<file path="src/rtl/dll_pkg.sv">
package dll_pkg;
  typedef enum logic [1:0] {
    STEP_HOLD = 2'd0,
    STEP_UP   = 2'd1,
    STEP_DOWN = 2'd2
  } step_e;
endpackage

</file>
<file path="src/rtl/dll_pwm_gen.sv">
module dll_pwm_gen #(
  parameter int PERIOD = 1000,
  parameter int MARK_W = 10
) (
  input  logic              clk,
  input  logic              rst_n,
  input  logic              start,
  input  logic [MARK_W-1:0] mark,
  output logic              run,
  output logic              wrap,
  output logic              pwm
);
  localparam int CNT_W = $clog2(PERIOD);
  localparam logic [CNT_W-1:0] LAST = CNT_W'(PERIOD - 1);

  logic             run_q;
  logic [CNT_W-1:0] phase_q;

  always_ff @(posedge clk or negedge rst_n) begin
    if (!rst_n) begin
      run_q   <= 1'b0;
      phase_q <= '0;
    end else begin
      run_q <= start;
      if (!run_q || phase_q == LAST) phase_q <= '0;
      else                           phase_q <= phase_q + 1'b1;
    end
  end

  assign run  = run_q;
  assign wrap = run_q && (phase_q == LAST);
  assign pwm  = run_q && (MARK_W'(phase_q) < mark);

  // mark length is at least one, so every period opens high
  p_first_tick_high_r2: assert property (@(posedge clk) disable iff (!rst_n)
    (run_q && phase_q == '0) |-> pwm);
  // phase restarts after the loop stops
  p_phase_restart_r2: assert property (@(posedge clk) disable iff (!rst_n)
    !run_q |=> (phase_q == '0));
endmodule

</file>
<file path="src/rtl/dll_err_eval.sv">
module dll_err_eval
  import dll_pkg::*;
#(
  parameter int CODE_W   = 10,
  parameter int DEADBAND = 1
) (
  input  logic                     clk,
  input  logic                     rst_n,
  input  logic                     run,
  input  logic                     cal_mode,
  input  logic                     adc_valid,
  input  logic [CODE_W-1:0]        adc_code,
  output logic signed [CODE_W:0]   offset,
  output logic                     samp,
  output step_e                    step
);
  localparam int OFF_W = CODE_W + 1;
  localparam int DEV_W = CODE_W + 2;
  localparam int MID   = 1 << (CODE_W - 1);
  localparam logic signed [DEV_W-1:0] MID_D = DEV_W'(MID);
  localparam logic signed [OFF_W-1:0] MID_O = OFF_W'(MID);
  localparam logic signed [DEV_W-1:0] DB_D  = DEV_W'(DEADBAND);

  logic signed [OFF_W-1:0] offset_q;
  logic signed [DEV_W-1:0] dev;
  logic                    cal_take;

  assign cal_take = adc_valid && run && cal_mode;
  assign samp     = adc_valid && run && !cal_mode;

  always_ff @(posedge clk or negedge rst_n) begin
    if (!rst_n)        offset_q <= '0;
    else if (cal_take) offset_q <= $signed({1'b0, adc_code}) - MID_O;
  end

  always_comb begin
    dev = $signed({2'b00, adc_code}) - MID_D - {offset_q[OFF_W-1], offset_q};
    if (dev > DB_D)       step = STEP_DOWN;
    else if (dev < -DB_D) step = STEP_UP;
    else                  step = STEP_HOLD;
  end

  assign offset = offset_q;

  // offset only moves on a calibration sample
  p_offset_hold_r7: assert property (@(posedge clk) disable iff (!rst_n)
    !$past(cal_mode) |-> (offset_q == $past(offset_q)));
  // no offset capture while stopped
  p_offset_idle_r9: assert property (@(posedge clk) disable iff (!rst_n)
    !$past(run) |-> (offset_q == $past(offset_q)));
endmodule

</file>
<file path="src/rtl/dll_mark_ctrl.sv">
module dll_mark_ctrl
  import dll_pkg::*;
#(
  parameter int PERIOD = 1000,
  parameter int MARK_W = 10
) (
  input  logic              clk,
  input  logic              rst_n,
  input  logic              run,
  input  logic              wrap,
  input  logic              samp,
  input  step_e             step,
  output logic [MARK_W-1:0] mark
);
  localparam logic [MARK_W-1:0] MIN_M  = MARK_W'(1);
  localparam logic [MARK_W-1:0] MAX_M  = MARK_W'(PERIOD - 1);
  localparam logic [MARK_W-1:0] INIT_M = MARK_W'(PERIOD / 2);

  logic [MARK_W-1:0] mark_q;
  logic              upd_ok_q;
  logic              apply;

  assign apply = samp && (step != STEP_HOLD) && upd_ok_q;

  always_ff @(posedge clk or negedge rst_n) begin
    if (!rst_n) begin
      mark_q   <= INIT_M;
      upd_ok_q <= 1'b1;
    end else begin
      if (!run || wrap) upd_ok_q <= 1'b1;
      else if (apply)   upd_ok_q <= 1'b0;
      if (apply) begin
        if (step == STEP_UP && mark_q < MAX_M)        mark_q <= mark_q + 1'b1;
        else if (step == STEP_DOWN && mark_q > MIN_M) mark_q <= mark_q - 1'b1;
      end
    end
  end

  assign mark = mark_q;

  // mark length stays in its legal range
  p_mark_range_r5: assert property (@(posedge clk) disable iff (!rst_n)
    (mark_q >= MIN_M) && (mark_q <= MAX_M));
  // a move is a single count
  p_unit_step_r4: assert property (@(posedge clk) disable iff (!rst_n)
    (mark_q != $past(mark_q)) |->
      ((mark_q == $past(mark_q) + 1'b1) || (mark_q == $past(mark_q) - 1'b1)));
  // an in-band sample leaves the mark length alone
  p_hold_in_band_r4: assert property (@(posedge clk) disable iff (!rst_n)
    (samp && step == STEP_HOLD) |=> (mark_q == $past(mark_q)));
  // no second move before the phase wraps
  p_once_per_period_r6: assert property (@(posedge clk) disable iff (!rst_n)
    (!upd_ok_q && !wrap && run) |=> (mark_q == $past(mark_q)));
endmodule

</file>
<file path="src/rtl/dll_lock_det.sv">
module dll_lock_det
  import dll_pkg::*;
#(
  parameter int LOCK_N = 8
) (
  input  logic  clk,
  input  logic  rst_n,
  input  logic  run,
  input  logic  cal_mode,
  input  logic  samp,
  input  step_e step,
  output logic  locked
);
  localparam int CW = $clog2(LOCK_N + 1);
  localparam logic [CW-1:0] FULL = CW'(LOCK_N);

  logic [CW-1:0] hits_q;

  always_ff @(posedge clk or negedge rst_n) begin
    if (!rst_n)                hits_q <= '0;
    else if (!run || cal_mode) hits_q <= '0;
    else if (samp) begin
      if (step != STEP_HOLD) hits_q <= '0;
      else if (hits_q != FULL) hits_q <= hits_q + 1'b1;
    end
  end

  assign locked = (hits_q == FULL);

  // an out-of-band sample drops lock
  p_drop_on_miss_r8: assert property (@(posedge clk) disable iff (!rst_n)
    (samp && step != STEP_HOLD) |=> !locked);
  // calibration or stop drops lock
  p_drop_on_cal_r8: assert property (@(posedge clk) disable iff (!rst_n)
    (cal_mode || !run) |=> !locked);
endmodule

</file>
<file path="src/rtl/duty_lock_loop.sv">
module duty_lock_loop
  import dll_pkg::*;
#(
  parameter int PERIOD   = 1000,
  parameter int MARK_W   = 10,
  parameter int CODE_W   = 10,
  parameter int DEADBAND = 1,
  parameter int LOCK_N   = 8
) (
  input  logic                   clk,
  input  logic                   rst_n,
  input  logic                   start,
  input  logic                   cal_mode,
  input  logic                   adc_valid,
  input  logic [CODE_W-1:0]      adc_code,
  output logic                   pwm_out,
  output logic                   pwm_to_cmp,
  output logic [MARK_W-1:0]      mark_len,
  output logic signed [CODE_W:0] offset,
  output logic                   locked
);
  logic  run;
  logic  wrap;
  logic  pwm;
  logic  samp;
  step_e step;
  logic [MARK_W-1:0] mark;

  dll_pwm_gen #(.PERIOD(PERIOD), .MARK_W(MARK_W)) u_pwm (
    .clk(clk), .rst_n(rst_n), .start(start), .mark(mark),
    .run(run), .wrap(wrap), .pwm(pwm)
  );

  dll_err_eval #(.CODE_W(CODE_W), .DEADBAND(DEADBAND)) u_err (
    .clk(clk), .rst_n(rst_n), .run(run), .cal_mode(cal_mode),
    .adc_valid(adc_valid), .adc_code(adc_code),
    .offset(offset), .samp(samp), .step(step)
  );

  dll_mark_ctrl #(.PERIOD(PERIOD), .MARK_W(MARK_W)) u_mark (
    .clk(clk), .rst_n(rst_n), .run(run), .wrap(wrap),
    .samp(samp), .step(step), .mark(mark)
  );

  dll_lock_det #(.LOCK_N(LOCK_N)) u_lock (
    .clk(clk), .rst_n(rst_n), .run(run), .cal_mode(cal_mode),
    .samp(samp), .step(step), .locked(locked)
  );

  assign pwm_out    = pwm;
  assign pwm_to_cmp = cal_mode && pwm;
  assign mark_len   = mark;

  // second comparator path is quiet outside calibration
  p_cal_path_r3: assert property (@(posedge clk) disable iff (!rst_n)
    !cal_mode |-> !pwm_to_cmp);
  // calibration samples do not move the mark length
  p_cal_no_move_r7: assert property (@(posedge clk) disable iff (!rst_n)
    $past(cal_mode) |-> (mark_len == $past(mark_len)));
  // samples while stopped do not move the mark length
  p_idle_no_move_r9: assert property (@(posedge clk) disable iff (!rst_n)
    !$past(start, 2) |-> (mark_len == $past(mark_len)));
endmodule

</file>
<file path="config.mk">
export PLATFORM = sky130hd
export DESIGN_NAME = duty_lock_loop
export DESIGN_NICKNAME = d
export VERILOG_FILES = /design/src/rtl/dll_pkg.sv /design/src/rtl/dll_pwm_gen.sv /design/src/rtl/dll_err_eval.sv /design/src/rtl/dll_mark_ctrl.sv /design/src/rtl/dll_lock_det.sv /design/src/rtl/duty_lock_loop.sv
export SDC_FILE = /design/constraint.sdc
export NUM_CORES = 1
export LEC_CHECK = 0
export ABC_CLOCK_PERIOD_IN_PS = 5630
export BUFFER_PORTS_ARGS = -buffer_cell sky130_fd_sc_hd__buf_2
export CAP_MARGIN = 5
export CORE_ASPECT_RATIO = 0.75
export CORE_MARGIN = 5
export CORE_UTILIZATION = 51
export CTS_CLUSTER_SIZE = 28
export DETAILED_ROUTE_END_ITERATION = 10
export GPL_TIMING_DRIVEN = 0
export PLACE_DENSITY = 0.77
export SETUP_SLACK_MARGIN = 0.1
export SYNTH_ARGS = -nofsm -noshare
export SYNTH_HDL_FRONTEND = slang
export SYNTH_SLANG_ARGS = --single-unit
</file>
<file path="constraint.sdc">
create_clock -name clk -period 5.63 [get_ports clk]
set_clock_uncertainty 0.2 [all_clocks]
set_input_delay 0.8445 -clock clk [delete_from_list [all_inputs] [get_ports clk]]
set_output_delay 0.8445 -clock clk [all_outputs]
set_load 0.02 [all_outputs]
</file>
# == Word-level counts from Yosys, hierarchy flattened ==
# Index checks and enable logic that the tools add are counted.
# op_classes
add_sub_neg,7
magnitude_cmp,5
n_eq_ne,5
muxes,11
n_reduce_logical,22
# op_table
operator,count
two-way mux 10 bit,3
subtractor 10 x 10 -> 11 bit (second input constant),2
adder 10 x 1 -> 10 bit (second input constant),2
two-way mux 4 bit,4
> comparator 12 x 2 -> 1 bit (second input constant),1
< comparator 12 x 1 -> 1 bit (second input constant),1
subtractor 12 bit,1
== test 10 bit (second input constant),1
> comparator 10 x 1 -> 1 bit (second input constant),1
logical AND 1 bit,10
< comparator 10 bit,1
< comparator 10 bit (second input constant),1
subtractor 10 x 1 -> 10 bit (second input constant),1
nonzero test 2 bit,4
adder 4 x 1 -> 4 bit (second input constant),1
== test 4 bit (second input constant),1
inequality test 4 bit (second input constant),1
AND reduction 2 bit,2
logical OR 1 bit,3
two-way mux 1 bit,3
nonzero test 3 bit,1
== test 2 x 1 -> 1 bit (second input constant),1
== test 2 bit (second input constant),1
logical NOT 1 bit,2
two-way mux 2 bit,1
# totals
register_bits,37
input_bits,15
out_inout_bits,24

# == Depth between registers and ports, before layout ==
# depth
word_depth,10
depth_mapped,14

# == Modules after synthesis ==
# Synthesis repeated with hierarchy kept, for this count alone.
# hier_totals
cells_unflattened,307
hier_area_um2,2870.3
# modules_own_cells
module,n_inst,cells_per_inst,area_each_um2,seq_area_each_um2
dll_err_eval,1,110,1027.2,250.2
dll_pwm_gen,1,85,789.5,275.3
dll_mark_ctrl,1,81,784.5,284.0
dll_lock_det,1,30,262.8,100.1
duty_lock_loop,1,1,6.3,0.0

# == Least setup slack after synthesis ==
# OpenSTA, ideal clock, no wires.
# synth_path
path_type,in2reg
start,input adc_code[0]
end,register u_lock.hits_q[0]
setup_time_ns,0.096
arrival_time_ns,3.419
required_ns,5.334
path_slack_ns,1.916
path_stages,14
n_path_buf,2
cell_sequence,inv_1 ha_1 inv_1 fa_1 a211oi_2 nor2_1 o31ai_4 xor2_1 or4_1 buf_2 o31ai_4 buf_8 nand2_2 a311oi_2
# synth_between
elab_chain_len,9
elab_cells_between_ends,12
# synth_lines
item,line,text
"start, declared",duty_lock_loop.sv:15,"input logic [CODE_W-1:0] adc_code,"
subtractor 10 x 10 -> 11 bit (*),dll_err_eval.sv:37,"dev = $signed({2'b00, adc_code}) - MID_D - {offset_q[OFF_W-1], offset_q};"
subtractor 12 bit (*),dll_err_eval.sv:37,
< comparator 12 x 1 -> 1 bit,dll_err_eval.sv:39,else if (dev < -DB_D) step = STEP_UP;
two-way mux 1 bit,dll_err_eval.sv:39,
two-way mux 2 bit (*),dll_err_eval.sv:38,if (dev > DB_D) step = STEP_DOWN;
nonzero test 2 bit (*),dll_lock_det.sv:23,if (step != STEP_HOLD) hits_q <= '0;
two-way mux 4 bit,dll_lock_det.sv:23,
two-way mux 4 bit,dll_lock_det.sv:22,else if (samp) begin
two-way mux 4 bit,dll_lock_det.sv:21,else if (!run || cal_mode) hits_q <= '0;
"end signal, assigned",dll_lock_det.sv:24,else if (hits_q != FULL) hits_q <= hits_q + 1'b1;
"end, declared",dll_lock_det.sv:17,logic [CW-1:0] hits_q;
# Every way passes the cells marked *; elsewhere a longest branch is shown, timed or not. The select of a mux whose other input is x is not followed.
# A chain may end at the register's enable or synchronous reset.

# == Final worst setup path ==
# layout_path
start,input adc_code[0]
end,"register u_mark.mark_q[2], in the netlist u_mark.mark[2]"
# layout_between
elab_chain_len,9
elab_cells_between_ends,16
# layout_lines
item,line,text
subtractor 10 x 10 -> 11 bit (*),dll_err_eval.sv:37,
subtractor 12 bit (*),dll_err_eval.sv:37,
< comparator 12 x 1 -> 1 bit,dll_err_eval.sv:39,
two-way mux 1 bit,dll_err_eval.sv:39,
two-way mux 2 bit (*),dll_err_eval.sv:38,
"== test 2 bit, or another cell as far along",dll_mark_ctrl.sv:34,else if (step == STEP_DOWN && mark_q > MIN_M) mark_q <= mark_q - 1'b1;
"logical AND 1 bit, on equally long branches","dll_mark_ctrl.sv:34, dll_mark_ctrl.sv:23, dll_mark_ctrl.sv:33",
nonzero test 2 bit (no line) or logical AND 1 bit (tied branches),-,
AND reduction 2 bit (no line),-,
"end signal, assigned",dll_mark_ctrl.sv:33,if (step == STEP_UP && mark_q < MAX_M) mark_q <= mark_q + 1'b1;
"end signal, assigned",dll_mark_ctrl.sv:34,
"end, declared",dll_mark_ctrl.sv:19,logic [MARK_W-1:0] mark_q;
# Every way passes the cells marked *; elsewhere a longest branch is shown, timed or not.

==> qor.csv <==
stage;metric;value;unit
yosys;synth_ff_type;dfrtp_1;
clock_tree;clockRootBuffer;clkbuf_8;
timing;rsz0062_at_grt;no;
clock_tree;numCtsBuffers;5;
timing;setup_viol;0;
yosys;syn_avg_cell_area;8.97;sq um
outcome;status;complete, no violations;
final_layout;fill_cells;478;
setup_path;cp_cell_sequence;buf_2, inv_1, ha_1, inv_1, fa_1, a211oi_2, nor2_1, o31ai_4, xor2_1, nor4_1, buf_6, o21ai_0, a211oi_1, xnor2_1;
power_and_ir_drop;netSwitchingPower;382;uW
global_routing;gr-total-overflow;0;
clock_tree;clock_sinks;36;
floorplan;initial_utilization;0.536;
yosys;synth_cell_type_count;59;
timing;fin_crit;3.90;ns
placement;io_buffers;37;
power_and_ir_drop;p_leak;0.00148;uW
floorplan;die_h;75.5;um
setup_path;critPathLaunchType;input pin;
setup_path;crit_arrival;3.91;ns
drt;viasPerCell;5.66;
power_and_ir_drop;peakVddDrop;197;uV
clock_tree;clkTransAtPathRegs;0.08;ns
timing;setup-tns-final;0;ns
global_routing;grt_max_degree;37;
floorplan;core;0.00544;sq mm
clock_tree;cts_tree;done;
yosys;synth_nets;366;
global_routing;first_global_vias;2336;
yosys;synth_seq_cells;36;
drt;dr.pass1.iters;4;
timing;worst_pin_slew;0.964;ns
power_and_ir_drop;swShare;0.393;
drt;drtIter0Drc;197;
power_and_ir_drop;clkPwrFrac;0.236;
timing;period_share;0.693;
setup_path;crit_top_cell;inv_1;
yosys;synth_edf_count;0;
setup_path;end_kind;flip-flop;
yosys;syn-instance-count;325;
setup_path;cpPeakStageDelay;0.57;ns
power_and_ir_drop;internal_power;589;uW
drt;drc;0;
global_routing;antenna_found_initial;0;
drt;wl_per_cell;14.8;um
global_routing;grt_use_total;0.189;
floorplan;die_w;97.3;um
power_and_ir_drop;finalPower;971;uW
final_layout;syn2layout_area_growth;13.4;%
power_and_ir_drop;pwr-share-comb;0.428;
floorplan;rows;23;
drt;final_antenna_net_count;0;
min_path;hp-class;flip-flop to flip-flop;
final_layout;n_antenna_cell;0;
power_and_ir_drop;power.density;294;mW/mm^2
placement;dp.cells;437;
yosys;yosys_warnings;0;
placement;post-dp-hpwl;5.03;mm
timing;fmax;256;MHz
floorplan;dieArea;0.00735;sq mm
final_layout;nets;410;
global_routing;grt_pass1_wl;11.1;mm
final_layout;fin_cells;445;
clock_tree;cts_resized;0;
floorplan;ios;39;
clock_tree;clock_latency;0.29;ns
yosys;ys_async_sr_fraction;1.00;
setup_path;cp.required;5.64;ns
clock_tree;cts_buffer_depth;2;
clock_tree;post_cts_buffers;0;
timing;hold_viol;0;
yosys;seq_area_frac_synth;0.312;
drt;finalWirelength;6.60;mm
final_layout;drive_gt1_frac;0.222;
clock_tree;hold_buffers;0;
placement;routabilityCongestion;0.920;
power_and_ir_drop;power_frac_seq;0.336;
setup_path;path_max_fanout;10;
job;drv_cap;0;
yosys;syn_area;0.00292;sq mm
drt;vias;2517;
timing;slew_headroom;0.357;
clock_tree;h-tree-depth;2;
setup_path;critical_path.slowest_cell;nor4_1;
timing;slew_viol_final;0;
setup_path;critical_path_class;input pin to flip-flop;
area by class of cell:
cell class                      count  area [sq um]  share of cell area
Clock buffer                        5          68.8              0.0208
Tap cell                           75          93.8              0.0284
Buffer                             10          73.8              0.0223
Inverter                           28           105              0.0318
Clock inverter                      3          42.5              0.0129
Multi-Input combinational cell    251          1830               0.553
Sequential cell                    36           910               0.275
Timing Repair Buffer               37           185              0.0560
synthesized netlist by cell type (2+ instances only):
master | count | area (sq um)
dfrtp_1 | 29 | 726
inv_1 | 27 | 101
ha_1 | 25 | 313
nor2_1 | 22 | 82.6
o21ai_0 | 20 | 100
nand2_1 | 16 | 60.1
nand3_1 | 16 | 80.1
a21oi_1 | 13 | 65.1
xnor2_1 | 13 | 114
nor3_1 | 10 | 50.1
mux2_2 | 8 | 90.1
a211oi_1 | 7 | 52.6
dfstp_2 | 7 | 184
nor2b_1 | 7 | 43.8
a21o_1 | 6 | 45.0
nand2b_1 | 6 | 37.5
or3_1 | 6 | 37.5
xor2_1 | 6 | 52.6
nor3b_1 | 5 | 37.5
a211oi_2 | 4 | 50.1
and2_1 | 4 | 25.0
nand4_1 | 4 | 25.0
o21a_1 | 4 | 30.0
o21ai_1 | 4 | 20.0
or4_1 | 4 | 30.0
a31oi_1 | 3 | 18.8
nand3b_1 | 3 | 22.5
o2111ai_1 | 3 | 26.3
o211ai_1 | 3 | 22.5
and3_1 | 2 | 12.5
buf_2 | 2 | 10.0
buf_4 | 2 | 15.0
buf_6 | 2 | 22.5
clkbuf_1 | 2 | 7.51
mux2i_1 | 2 | 20.0
nand4b_1 | 2 | 17.5
nor4_1 | 2 | 12.5
o31ai_4 | 2 | 42.5
or4_4 | 2 | 22.5
worst paths after layout:
kind	start	to	slack, ns	depth (start not counted)
max in group asynchronous	rst_n	u_err.offset[1]	4.25	1
worst max register to register	u_err.offset[6]	u_mark.mark[1]	2.04	11
worst min register to register	u_pwm.phase_q[0]	u_pwm.phase_q[0]	0.28	1
worst min-delay path	u_pwm.phase_q[0]	u_pwm.phase_q[0]	0.28	1
worst max-delay path	adc_code[0]	u_mark.mark[2]	1.73	14
min in group asynchronous	rst_n	u_err.offset[3]	0.45	1
worst max-delay path: cells and delay by family:
family                     cells  cell delay [ns]
xor gates and xnor gates       2             0.31
AOI/OAI and AO/OA              4             1.02
and+or+nand+nor                2             0.73
buffers and inverters          4             0.42
adders and majority gates      2             0.57
routing by layer:
metal  GRT usage  vias up  share of wire
met4      0.0461        0         0.0077
met3      0.0375        5          0.055
met2       0.292       73           0.41
met5           0        -              0
met1       0.276     1172           0.52
li1            -     1267              -
cells by family after synthesis:
family          count (synthesis)  share of synthesized area
buf+inv                        38                     0.0613
xor+xnor                       19                     0.0571
compound gates                 79                      0.196
flops                          36                      0.312
fa+ha+maj                      26                      0.114
mux                            10                     0.0378
simple gates                  117                      0.221
sequential cells by signal (all words and copies together) (netlist names):
name and cells:
u_err.offset 10, u_lock.hits_q 4, u_mark.mark 10, u_mark.upd_ok_q 1, u_pwm.phase_q 10, u_pwm.run 1
through the flow:
step | utilization | hold slack (ns) | instance area (sq um) | setup WS, ns
2_1_floorplan | - | 0.239 | 2920 | 1.92
3_3_place_gp | 0.588 | 0.272 | 3200 | 1.52
3_5_place_dp | 0.588 | 0.270 | 3200 | 1.52
4_1_cts | 0.608 | 0.281 | 3310 | 1.78
5_1_grt | 0.608 | 0.297 | 3310 | 1.49
6_report | 0.608 | 0.275 | 3310 | 1.73
power groups by stage:
| stage | logic [uW] | registers (uW) | clock network [uW] |
|---|---|---|---|
| floorplan | 276 | 357 | 0 |
| global placement | 402 | 329 | 0 |
| detailed placement | 410 | 330 | 0 |
| CTS | 414 | 325 | 237 |
| global route | 458 | 331 | 247 |
| finish | 415 | 326 | 229 |
cell usage in the layout (no fill, tap or decap), drive strengths merged, types with 3 or more instances in the layout:
cell	instances
a21o	6
nand2	17
or3	6
mux2	8
dfrtp	29
nor3	10
nor3b	5
nor2b	7
o21a	5
nand3	16
o31ai	3
and2	4
dfstp	7
clkbuf	7
a31oi	3
nand2b	6
xor2	6
inv	28
nand3b	3
a21oi	13
nand4	4
or4	6
buf	45
a211oi	11
nor2	22
xnor2	13
ha	25
o211ai	4
o21ai	24
o2111ai	3
No activity file was read; power rests on OpenSTA's default activity.
